--- config.mk ---
export PLATFORM = sky130hd
export DESIGN_NAME = pipe_issue_ctrl
export DESIGN_NICKNAME = d
export VERILOG_FILES = /design/src/rtl/pipe_issue_pkg.sv /design/src/rtl/cycle_tracker.sv /design/src/rtl/issue_gate.sv /design/src/rtl/pipe_issue_ctrl.sv
export SDC_FILE = /design/constraint.sdc
export NUM_CORES = 1
export LEC_CHECK = 0
export BUFFER_PORTS_ARGS = -buffer_cell sky130_fd_sc_hd__buf_4
export CORE_ASPECT_RATIO = 0.5
export CORE_UTILIZATION = 40
export DETAILED_ROUTE_END_ITERATION = 7
export PLACE_DENSITY = 0.62
export SYNTH_ARGS = -nofsm -noshare
export SYNTH_HDL_FRONTEND = slang
export SYNTH_SLANG_ARGS = --single-unit
--- constraint.sdc ---
create_clock -name clk -period 3.6 [get_ports clk]
set_input_delay 0.18 -clock clk [delete_from_list [all_inputs] [get_ports clk]]
set_output_delay 0.18 -clock clk [all_outputs]
set_load 0.01 [all_outputs]
--- src/rtl/pipe_issue_pkg.sv ---
package pipe_issue_pkg;

    typedef enum logic [2:0] {
        K_DATA    = 3'd0,
        K_FILL    = 3'd1,
        K_FETCH   = 3'd2,
        K_IO      = 3'd3,
        K_SPECIAL = 3'd4,
        K_INTACK  = 3'd5
    } kind_e;

    // kinds that must find the bus empty
    function automatic logic kind_solo(input kind_e k);
        return (k == K_IO) || (k == K_SPECIAL) || (k == K_INTACK);
    endfunction

    // kinds held off by an active lock when pipelined
    function automatic logic kind_data(input kind_e k);
        return (k == K_DATA) || (k == K_FILL);
    endfunction

endpackage

--- src/rtl/cycle_tracker.sv ---
module cycle_tracker
    import pipe_issue_pkg::*;
#(
    parameter int DEPTH  = 3,
    parameter int BEAT_W = 2,
    parameter int CNT_W  = 2
) (
    input  logic              clk,
    input  logic              rst_n,
    input  logic              push,
    input  kind_e             push_kind,
    input  logic              push_write,
    input  logic [BEAT_W-1:0] push_beats,
    input  logic              ready_in,
    input  logic              na_in,
    output logic [CNT_W-1:0]  count,
    output logic              fill_open,
    output logic              tail_na,
    output logic              retire,
    output logic              retire_write,
    output logic              attr_na,
    output logic              attr_rdy
);

    typedef struct packed {
        logic            ok;
        kind_e           kind;
        logic            wr;
        logic [BEAT_W:0] left;
        logic            na;
        logic            attr;
    } slot_t;

    typedef struct packed {
        slot_t [DEPTH-1:0] s;
        logic  [CNT_W-1:0] cnt;
    } trk_t;

    trk_t trk_q, trk_d;
    logic [CNT_W-1:0] tail_idx;
    logic [CNT_W-1:0] cnt_mid;

    assign tail_idx = trk_q.cnt - CNT_W'(1);

    always_comb begin
        trk_d        = trk_q;
        retire       = 1'b0;
        retire_write = trk_q.s[0].wr;
        attr_na      = 1'b0;
        attr_rdy     = 1'b0;
        fill_open    = 1'b0;
        tail_na      = 1'b0;

        for (int i = 0; i < DEPTH; i++) begin
            if (trk_q.s[i].ok && trk_q.s[i].kind == K_FILL) fill_open = 1'b1;
            if (trk_q.cnt != '0 && CNT_W'(i) == tail_idx) tail_na = trk_q.s[i].na;
        end

        // ready goes to the oldest open cycle
        if (ready_in && trk_q.cnt != '0) begin
            if (!trk_q.s[0].attr) begin
                attr_rdy          = 1'b1;
                trk_d.s[0].attr   = 1'b1;
            end
            if (trk_q.s[0].left == (BEAT_W+1)'(1)) retire = 1'b1;
            else trk_d.s[0].left = trk_q.s[0].left - (BEAT_W+1)'(1);
        end

        // next-address goes to the youngest open cycle
        if (na_in && trk_q.cnt != '0) begin
            for (int i = 0; i < DEPTH; i++) begin
                if (CNT_W'(i) == tail_idx) begin
                    trk_d.s[i].na = 1'b1;
                    if (!trk_q.s[i].attr && !(ready_in && i == 0)) begin
                        attr_na         = 1'b1;
                        trk_d.s[i].attr = 1'b1;
                    end
                end
            end
        end

        if (retire) begin
            for (int i = 0; i < DEPTH; i++) begin
                if (i + 1 < DEPTH) trk_d.s[i] = trk_d.s[(i+1) % DEPTH];
                else               trk_d.s[i] = '0;
            end
        end
        cnt_mid = trk_q.cnt - CNT_W'(retire);

        if (push) begin
            for (int i = 0; i < DEPTH; i++) begin
                if (CNT_W'(i) == cnt_mid) begin
                    trk_d.s[i].ok   = 1'b1;
                    trk_d.s[i].kind = push_kind;
                    trk_d.s[i].wr   = push_write;
                    trk_d.s[i].left = {1'b0, push_beats} + (BEAT_W+1)'(1);
                    trk_d.s[i].na   = 1'b0;
                    trk_d.s[i].attr = 1'b0;
                end
            end
        end
        trk_d.cnt = cnt_mid + CNT_W'(push);
    end

    always_ff @(posedge clk) begin
        if (!rst_n) trk_q <= '0;
        else        trk_q <= trk_d;
    end

    assign count = trk_q.cnt;

    // nothing retires or captures while the tracker is empty
    p_empty_quiet_r12: assert property (@(posedge clk) disable iff (!rst_n)
        (count == '0) |-> (!retire && !attr_rdy && !attr_na));

    // a single open cycle never captures twice in one clock
    p_one_capture_r11: assert property (@(posedge clk) disable iff (!rst_n)
        (count == CNT_W'(1)) |-> !(attr_na && attr_rdy));

endmodule

--- src/rtl/issue_gate.sv ---
module issue_gate
    import pipe_issue_pkg::*;
#(
    parameter int DEPTH = 3,
    parameter int CNT_W = 2
) (
    input  logic             req_valid,
    input  kind_e            req_kind,
    input  logic             req_write,
    input  logic             req_alias,
    input  logic             bus_lock,
    input  logic             stall,
    input  logic             strobe_last,
    input  logic             turn_ok,
    input  logic             turn_wr,
    input  logic [CNT_W-1:0] count,
    input  logic             fill_open,
    input  logic             tail_na,
    output logic             go
);

    logic open_any, room, turn_block, compat;

    always_comb begin
        open_any   = (count != '0);
        room       = (count < CNT_W'(DEPTH));
        turn_block = turn_ok && (turn_wr != req_write);
        compat     = 1'b1;
        if (open_any) begin
            if (kind_solo(req_kind))                          compat = 1'b0;
            if (bus_lock && kind_data(req_kind))              compat = 1'b0;
            if (req_kind == K_FILL && fill_open && !req_alias) compat = 1'b0;
            if (!tail_na)                                     compat = 1'b0;
        end
        go = req_valid && !stall && !strobe_last && !turn_block && room && compat;
    end

endmodule

--- src/rtl/pipe_issue_ctrl.sv ---
module pipe_issue_ctrl
    import pipe_issue_pkg::*;
#(
    parameter  int DEPTH  = 3,
    parameter  int BEAT_W = 2,
    localparam int CNT_W  = $clog2(DEPTH + 1)
) (
    input  logic              clk,
    input  logic              rst_n,
    input  logic              req_valid,
    input  logic [2:0]        req_kind,
    input  logic              req_write,
    input  logic [BEAT_W-1:0] req_beats,
    input  logic              req_alias,
    input  logic              bus_lock,
    input  logic              next_addr,
    input  logic              bus_ready,
    input  logic              hold_req,
    input  logic              backoff,
    input  logic              addr_hold,
    output logic              addr_strobe,
    output logic [CNT_W-1:0]  busy_count,
    output logic              attr_on_na,
    output logic              attr_on_ready
);

    typedef struct packed {
        logic strobe;
        logic turn_ok;
        logic turn_wr;
    } ctl_t;

    ctl_t  ctl_q, ctl_d;
    kind_e kind;
    logic  go, fill_open, tail_na, retire, retire_write;

    assign kind = kind_e'(req_kind);

    issue_gate #(.DEPTH(DEPTH), .CNT_W(CNT_W)) u_gate (
        .req_valid   (req_valid),
        .req_kind    (kind),
        .req_write   (req_write),
        .req_alias   (req_alias),
        .bus_lock    (bus_lock),
        .stall       (hold_req || backoff || addr_hold),
        .strobe_last (ctl_q.strobe),
        .turn_ok     (ctl_q.turn_ok),
        .turn_wr     (ctl_q.turn_wr),
        .count       (busy_count),
        .fill_open   (fill_open),
        .tail_na     (tail_na),
        .go          (go)
    );

    cycle_tracker #(.DEPTH(DEPTH), .BEAT_W(BEAT_W), .CNT_W(CNT_W)) u_track (
        .clk          (clk),
        .rst_n        (rst_n),
        .push         (go),
        .push_kind    (kind),
        .push_write   (req_write),
        .push_beats   (req_beats),
        .ready_in     (bus_ready && !backoff),
        .na_in        (next_addr && !backoff),
        .count        (busy_count),
        .fill_open    (fill_open),
        .tail_na      (tail_na),
        .retire       (retire),
        .retire_write (retire_write),
        .attr_na      (attr_on_na),
        .attr_rdy     (attr_on_ready)
    );

    always_comb begin
        ctl_d         = ctl_q;
        ctl_d.strobe  = go;
        ctl_d.turn_ok = retire;
        ctl_d.turn_wr = retire_write;
    end

    always_ff @(posedge clk) begin
        if (!rst_n) ctl_q <= '0;
        else        ctl_q <= ctl_d;
    end

    assign addr_strobe = go;

    p_no_overflow_r2: assert property (@(posedge clk) disable iff (!rst_n)
        (busy_count <= CNT_W'(DEPTH)));

    p_stall_blocks_r4: assert property (@(posedge clk) disable iff (!rst_n)
        (hold_req || backoff || addr_hold) |-> !addr_strobe);

    p_spacing_r5: assert property (@(posedge clk) disable iff (!rst_n)
        addr_strobe |=> !addr_strobe);

    p_solo_empty_r6: assert property (@(posedge clk) disable iff (!rst_n)
        (addr_strobe && kind_solo(kind)) |-> (busy_count == '0));

    p_grow_needs_strobe_r12: assert property (@(posedge clk) disable iff (!rst_n)
        (busy_count > $past(busy_count)) |-> $past(addr_strobe));

endmodule

==> reports/results.tsv, run 1 <==
stage	metric	value	unit
synth	Synth Warn #	0	
floorplan	Core Footprint	4144	µm²
cts	total of cells resized after clock tree synthesis	0	
sta	Max Clock Freq	362.3	MHz
final_layout	Area Overhead vs Synth	15.33	%
route	wire per inst	14.71	µm
synth	cell taking the most area after synthesis	dfxtp_1	
sta	Final setup viols	0	
synth	EDFF count, synth	0	
final_layout	footprint of the multi-input gates	1018	µm²
synth	async set or reset register ratio after synthesis	0	
floorplan	Die X	97.61	µm
final_layout	Final Cell Area	2108	µm²
synth	Synth Register Bits	35	
final_layout	post-route non-filler standard cell count	270	
final_layout	fraction of layout cells with a size suffix above 1	0.2269	
cts	H-tree level count	2	
placed_design	placed insts	262	
cts	clk_lat worst skew	0.29	ns
floorplan	row cnt	16	
job	max-cap violation count	0	
sta	Clock Skew	0.007000	ns
synth	combinational family with the most area after synthesis	simple AND/OR/NAND/NOR gates	
cts	clk sinks	35	
cts	CTS clock-pin slew for the worst setup and hold paths	0.07	ns
final_layout	Sequential Area	700.7	µm²
synth	count of different cell masters after synthesis	38	
global_route	largest net degree at the start of global routing	38	
route	DRT Wirelength	3973	µm
route	post-route ant nets	0	
synth	Synth Area in Simple Gates	0.2026	
placed_design	dpl hpwl	2733	µm
sta	slew of the pin with the lowest slew margin	0.4191	ns
power_and_ir_drop	Total Power	0.7749	mW
route	Vias	1467	
synth	Top FF cell, synth	dfxtp_1	
global_route	grt ovf	0	
sta	Slew headroom	0.7196	
synth	share of the synthesized area in the top cell type	0.3833	
final_layout	n_diodes	0	
synth	Synth Area in XOR/XNOR	0.01437	
synth	sequential cell area fraction in the yosys report	0.3833	
critical_path	CP Class	reg2reg	
floorplan	Die ar.	4861	µm²
final_layout	Core Util, Final	0.5088	
final_layout	most frequent cells in the layout	35 x dfxtp_1, 25 x buf_4, 24 x nand2_1, 22 x mux2i_1	
floorplan	# IOs	21	
status	failing checks	design-rule violations	
route	1st-pass router iterations	6	
synth	post-synthesis compound-gate area fraction	0.1081	
cts	Clock Tree Buf Depth	2	
final_layout	# nets final	236	
cts	TritonCTS clock tree	done	
critical_path	Worst setup EP type	flop	
worst_hold_path	worst hold path type	in2reg	
power_and_ir_drop	Power Dens Cells	367.6	nW/µm²
placed_design	PortBufs	20	
sta	RSZ-0062 raised after global routing	no	
route	Via density	5.433	
global_route	GRT Total Usage	0.1837	
critical_path	CP Max Fanout	13	
sta	Setup TNS	0	ns
critical_path	data required time of the worst path	3.82	ns
global_route	vias in the first global route	1342	
placed_design	DP Area	2008	µm²
floorplan	Chip Height	49.80	µm
cts	CTS Hold Bufs	0	
synth	net count after synthesis	218	
critical_path	CP Launch Type	flop	
global_route	initial antenna violation count	0	
status	status	finished with violations	
sta	crit share post-route	0.7668	
synth	cells after synthesis	197	
floorplan	Starting Density	0.4411	
cts	CTS root buf	clkbuf_8	
synth	post-synthesis cell area	1828	µm²
synth	largest cells by area after synthesis	dfxtp_1 38%, mux2i_1 12%, mux2_2 7.4%, nand2_1 4.9%, ha_1 3.4%	
sta	Final Hold Violating Endpoints	0	
sta	Slew Limit Fails	0	
cts	Num CTS Buffers	5	
synth	adder-cell share of the synthesized area	0.03422	
sta	final period demand of the worst path	2.760	ns
synth	Post-Syn Area per Cell	9.279	µm²
cts	Setup Fix Bufs, Post-CTS	0	
route	Initial DRC Count	73	
critical_path	crit path DAT	2.98	ns
synth	post-synthesis mux area share	0.1944	
power_and_ir_drop	worst vdd ir	0.1333	mV
final_layout	most common cell after layout, fill and taps aside	dfxtp_1	
placed_design	GPL Wtd Cong	0.7797	
final_layout	fill cell count	379	
route	drt drc	4	
global_route	first-pass GRT wire length	6706	µm
power_and_ir_drop	leak pwr	0.8665	nW
worst max-delay path, cell delays in order, from the launching register on:
cell,delay [ns]
dfxtp_1,0.56
nor2_1,0.20
nor2_1,0.32
nand2_1,0.10
buf_4,0.20
inv_1,0.08
ha_1,0.15
xor2_1,0.35
nand2_1,0.10
nor3_1,0.20
buf_4,0.22
mux2i_1,0.19
area by class of cell:
| type | count | share of cell area |
|---|---|---|
| inverters | 9 | 0.01602 |
| clock buffers | 8 | 0.04748 |
| repair buffers | 25 | 0.08902 |
| multi-input cells | 139 | 0.4831 |
| well taps | 54 | 0.03205 |
| flip-flops and latches | 35 | 0.3323 |
registers in the layout, indices dropped and copies added, names as in the netlist:
register / cells
ctl_q: 3
u_track.count: 2
u_track.retire_write: 1
u_track.trk_q: 29
final timing paths:
path	from	endpoint	slack [ns]	cells after the start
setup / recovery	u_track.count[1]$_SDFF_PN0_	u_track.trk_q[29]$_SDFF_PN0_	0.84	11
hold / removal	backoff	u_track.trk_q[2]$_SDFF_PN0_	0.21	3
setup reg to reg	u_track.count[1]$_SDFF_PN0_	u_track.trk_q[29]$_SDFF_PN0_	0.84	11
hold reg to reg	u_track.retire_write$_SDFF_PN0_	ctl_q[0]$_SDFF_PN0_	0.47	1
cells in the mapped netlist, drive strengths merged (4+ instances only):
| master | number |
|---|---|
| o21ai | 4 |
| mux2i | 22 |
| nand2 | 24 |
| nor3 | 12 |
| mux2 | 12 |
| a31oi | 4 |
| nor2b | 4 |
| nor2 | 5 |
| nand3 | 7 |
| nand2b | 4 |
| and3 | 4 |
| buf | 10 |
| inv | 9 |
| dfxtp | 35 |
| a21oi | 6 |
| ha | 5 |
| clkbuf | 4 |
cells by family (layout without fill, tap and decap cells):
family / after synthesis / after routing
buf+inv: 23 / 42
fa+ha+maj: 5 / 5
compound gates: 26 / 26
flops: 35 / 35
mux: 34 / 34
xor+xnor: 3 / 3
simple gates: 71 / 71
stage by stage:
| stage | hold WS (ns) | setup slack [ns] |
|---|---|---|
| floorplan | 0.3631 | 1.184 |
| global placement | 0.4421 | 1.010 |
| detailed placement | 0.4496 | 0.8778 |
| CTS | 0.2046 | 0.8381 |
| global route | 0.2150 | 0.5489 |
| finish | 0.2064 | 0.8397 |
layer usage:
metal | global-route usage | wire length (µm) | part of all wire | up-vias
met2 | 0.2612 | 1654 | 0.42 | 35
met4 | 0.06061 | 50 | 0.013 | 0
met5 | 0 | 0 | 0 | -
met1 | 0.2574 | 2088 | 0.53 | 693
li1 | - | - | - | 733
met3 | 0.06383 | 179 | 0.045 | 6
power breakdown:
part | internal (mW) | switching [mW] | total, mW
Sequential | 0.391 | 0.00343 | 0.395
Clock | 0.175 | 0.144 | 0.318
Combinational | 0.0281 | 0.0337 | 0.0617
Total | 0.594 | 0.181 | 0.775
No activity file was read; power rests on OpenSTA's default activity.
==> run 2: changes to the inputs <==
--- a/config.mk
+++ b/config.mk
@@ -5,11 +5,12 @@
 export SDC_FILE = /design/constraint.sdc
 export NUM_CORES = 1
 export LEC_CHECK = 0
+export ABC_AREA = 1
 export BUFFER_PORTS_ARGS = -buffer_cell sky130_fd_sc_hd__buf_4
 export CORE_ASPECT_RATIO = 0.5
 export CORE_UTILIZATION = 40
 export DETAILED_ROUTE_END_ITERATION = 7
-export PLACE_DENSITY = 0.62
+export PLACE_DENSITY = 0.64
 export SYNTH_ARGS = -nofsm -noshare
 export SYNTH_HDL_FRONTEND = slang
 export SYNTH_SLANG_ARGS = --single-unit
==> constraint.sdc (replaced) <==
create_clock -name clk -period 2.3 [get_ports clk]
set_input_delay 0.115 -clock clk [delete_from_list [all_inputs] [get_ports clk]]
set_output_delay 0.115 -clock clk [all_outputs]
set_load 0.01 [all_outputs]
==> reports/results.tsv, run 2 <==
stage	metric	value	unit
floorplan	Die ar.	5083	µm²
route	Vias	1717	
power_and_ir_drop	Total Power	1.210	mW
cts	CTS root buf	clkbuf_8	
floorplan	Chip Height	50.92	µm
synth	top-count cell post-synth	nand2_1	
cts	CTS clock-pin slew for the worst setup and hold paths	0.07	ns
route	Initial DRC Count	125	
global_route	initial antenna violation count	0	
floorplan	Starting Density	0.4265	
global_route	GRT Total Usage	0.1669	
job	max-cap violation count	0	
power_and_ir_drop	leak pwr	1.258	nW
placed_design	placed insts	370	
cts	clk_lat worst skew	0.28	ns
cts	H-tree level count	2	
final_layout	most common cell after layout, fill and taps aside	nand2_1	
synth	EDFF count, synth	0	
floorplan	row cnt	17	
cts	Setup Fix Bufs, Post-CTS	0	
synth	Top FF cell, synth	dfxtp_1	
synth	Synth Register Bits	35	
floorplan	Die X	99.84	µm
route	DRT Wirelength	3893	µm
synth	sequential cell area fraction in the yosys report	0.3660	
floorplan	# IOs	21	
final_layout	# nets final	332	
cts	clk sinks	35	
placed_design	dpl ws	0.1790	ns
power_and_ir_drop	worst vdd ir	0.1755	mV
floorplan	Core Footprint	4488	µm²
critical_path	cells on worst reg2reg path	11	
final_layout	Core Util, Final	0.4921	
sta	slew of the pin with the lowest slew margin	0.3635	ns
sta	Setup TNS	0	ns
route	wire per inst	10.30	µm
cts	CTS Hold Bufs	0	
sta	Slew Limit Fails	0	
synth	Post-Syn Area per Cell	6.578	µm²
final_layout	max reg flops	29	
synth	Synth Warn #	0	
sta	RSZ-0062 raised after global routing	no	
cts	Clock Tree Buf Depth	2	
final_layout	most frequent cells in the layout	86 x nand2_1, 59 x nor2_1, 38 x inv_1, 35 x dfxtp_1, 23 x buf_4	
power_and_ir_drop	Power Dens Cells	548.1	nW/µm²
status	status	complete, no violations	
sta	Final setup viols	0	
final_layout	fill cell count	455	
final_layout	post-route non-filler standard cell count	378	
critical_path	CP endpoint	u_track.trk_q[19]$_SDFF_PN0_	
route	post-route ant nets	0	
synth	async set or reset register ratio after synthesis	0	
sta	final period demand of the worst path	2.034	ns
global_route	grt ovf	0	
sta	worst setup margin	0.2659	ns
critical_path	FF-to-FF setup slack	0.27	ns
final_layout	Area Overhead vs Synth	15.36	%
placed_design	PortBufs	20	
synth	net count after synthesis	312	
global_route	largest net degree at the start of global routing	29	
final_layout	Top reg by flops	u_track.trk_q	
critical_path	start point of the critical path	u_track.count[1]$_SDFF_PN0_	
sta	Clock Skew	0.003440	ns
synth	cells after synthesis	291	
placed_design	GPL Wtd Cong	0.7556	
critical_path	crit path DAT	2.21	ns
critical_path	Reg-to-Reg End	u_track.trk_q[19]$_SDFF_PN0_	
route	Via density	4.542	
final_layout	fraction of layout cells with a size suffix above 1	0.1282	
synth	share of the synthesized area in the top cell type	0.3660	
final_layout	Final Cell Area	2208	µm²
critical_path	CP Max Fanout	17	
cts	TritonCTS clock tree	done	
route	1st-pass router iterations	4	
critical_path	CP Launch Type	flop	
cts	Num CTS Buffers	5	
critical_path	reg-to-reg startpoint	u_track.count[1]$_SDFF_PN0_	
route	drt drc	0	
sta	Slew headroom	0.7569	
sta	crit share post-route	0.8844	
synth	synth cell count leaders	86 x nand2_1, 59 x nor2_1, 38 x inv_1, 35 x dfxtp_1, 10 x a21oi_1	
synth	post-synthesis cell area	1914	µm²
synth	largest cells by area after synthesis	dfxtp_1 37%, nand2_1 17%, nor2_1 12%, inv_1 7.5%, ha_1 3.3%	
synth	count of different cell masters after synthesis	29	
synth	cell taking the most area after synthesis	dfxtp_1	
placed_design	dpl hpwl	2809	µm
sta	hold_ws	0.09868	ns
critical_path	CP Class	reg2reg	
critical_path	data required time of the worst path	2.48	ns
final_layout	Sequential Area	700.7	µm²
sta	Final Hold Violating Endpoints	0	
global_route	first-pass GRT wire length	6548	µm
placed_design	DP Area	2093	µm²
worst_hold_path	worst hold path type	in2reg	
critical_path	Worst setup EP type	flop	
global_route	vias in the first global route	1450	
final_layout	n_diodes	0	
sta	Max Clock Freq	491.6	MHz
final_layout	footprint of the multi-input gates	1006	µm²
## run 2: worst min path at each step
stage,endpoint,slack (ns),start,cells past startpoint
detailed placement,u_track.trk_q[18]$_SDFF_PN0_,0.39,req_kind[0],3
floorplan,u_track.retire_write$_SDFF_PN0_,0.25,req_write,2
finish,u_track.trk_q[18]$_SDFF_PN0_,0.1,req_kind[0],3
CTS,u_track.trk_q[18]$_SDFF_PN0_,0.09,req_kind[0],3
global route,u_track.trk_q[27]$_SDFF_PN0_,0.11,req_write,3
global placement,u_track.trk_q[28]$_SDFF_PN0_,0.38,req_kind[0],3
## run 2: critical path: stages, from the launching register on
cell	delay (ns)
dfxtp_1	0.48
nor2_2	0.10
nor2_4	0.24
nand2_4	0.07
inv_2	0.06
ha_1	0.14
xnor2_1	0.14
inv_1	0.08
nor2_1	0.17
nand3_4	0.22
nor2_1	0.17
nor2_1	0.06
## run 2: metal layers
metal | up-vias | GRT usage | share of wire
met3 | 5 | 0.03694 | 0.043
li1 | 929 | - | -
met5 | - | 0 | 0
met1 | 756 | 0.2276 | 0.53
met2 | 27 | 0.2644 | 0.42
met4 | 0 | 0.05147 | 0.0092
## run 2: cells by family (layout without fill, tap and decap cells)
logic type,count (synthesis),count (layout),synth area share
xor gates and xnor gates,3,3,0.01373
AOI/OAI and AO/OA,26,26,0.07320
muxes,5,5,0.02614
DFF,35,35,0.3660
adders and majority gates,5,5,0.03268
buffers and inverters,49,70,0.1163
and+or+nand+nor,168,168,0.3719
## run 2: timing repair
action                                  4_1_cts  5_1_grt
endpoints found under the hold margin         0        0
gates resized for setup                       0        2
endpoints found under the setup margin        0       13
## run 2: cell type report
class,instances,area share
Inverter,39,0.06629
Sequential cell,35,0.3173
Clock buffer,8,0.04533
Multi-Input combinational cell,207,0.4555
Timing Repair Buffer,23,0.07819
Tap cell,66,0.03739
## run 2: where the power goes
group          leakage [nW]  switching, mW  internal (mW)
registers             0.283        0.00590          0.615
logic                 0.924         0.0592         0.0414
clock network        0.0515          0.216          0.273
total                  1.26          0.281          0.930
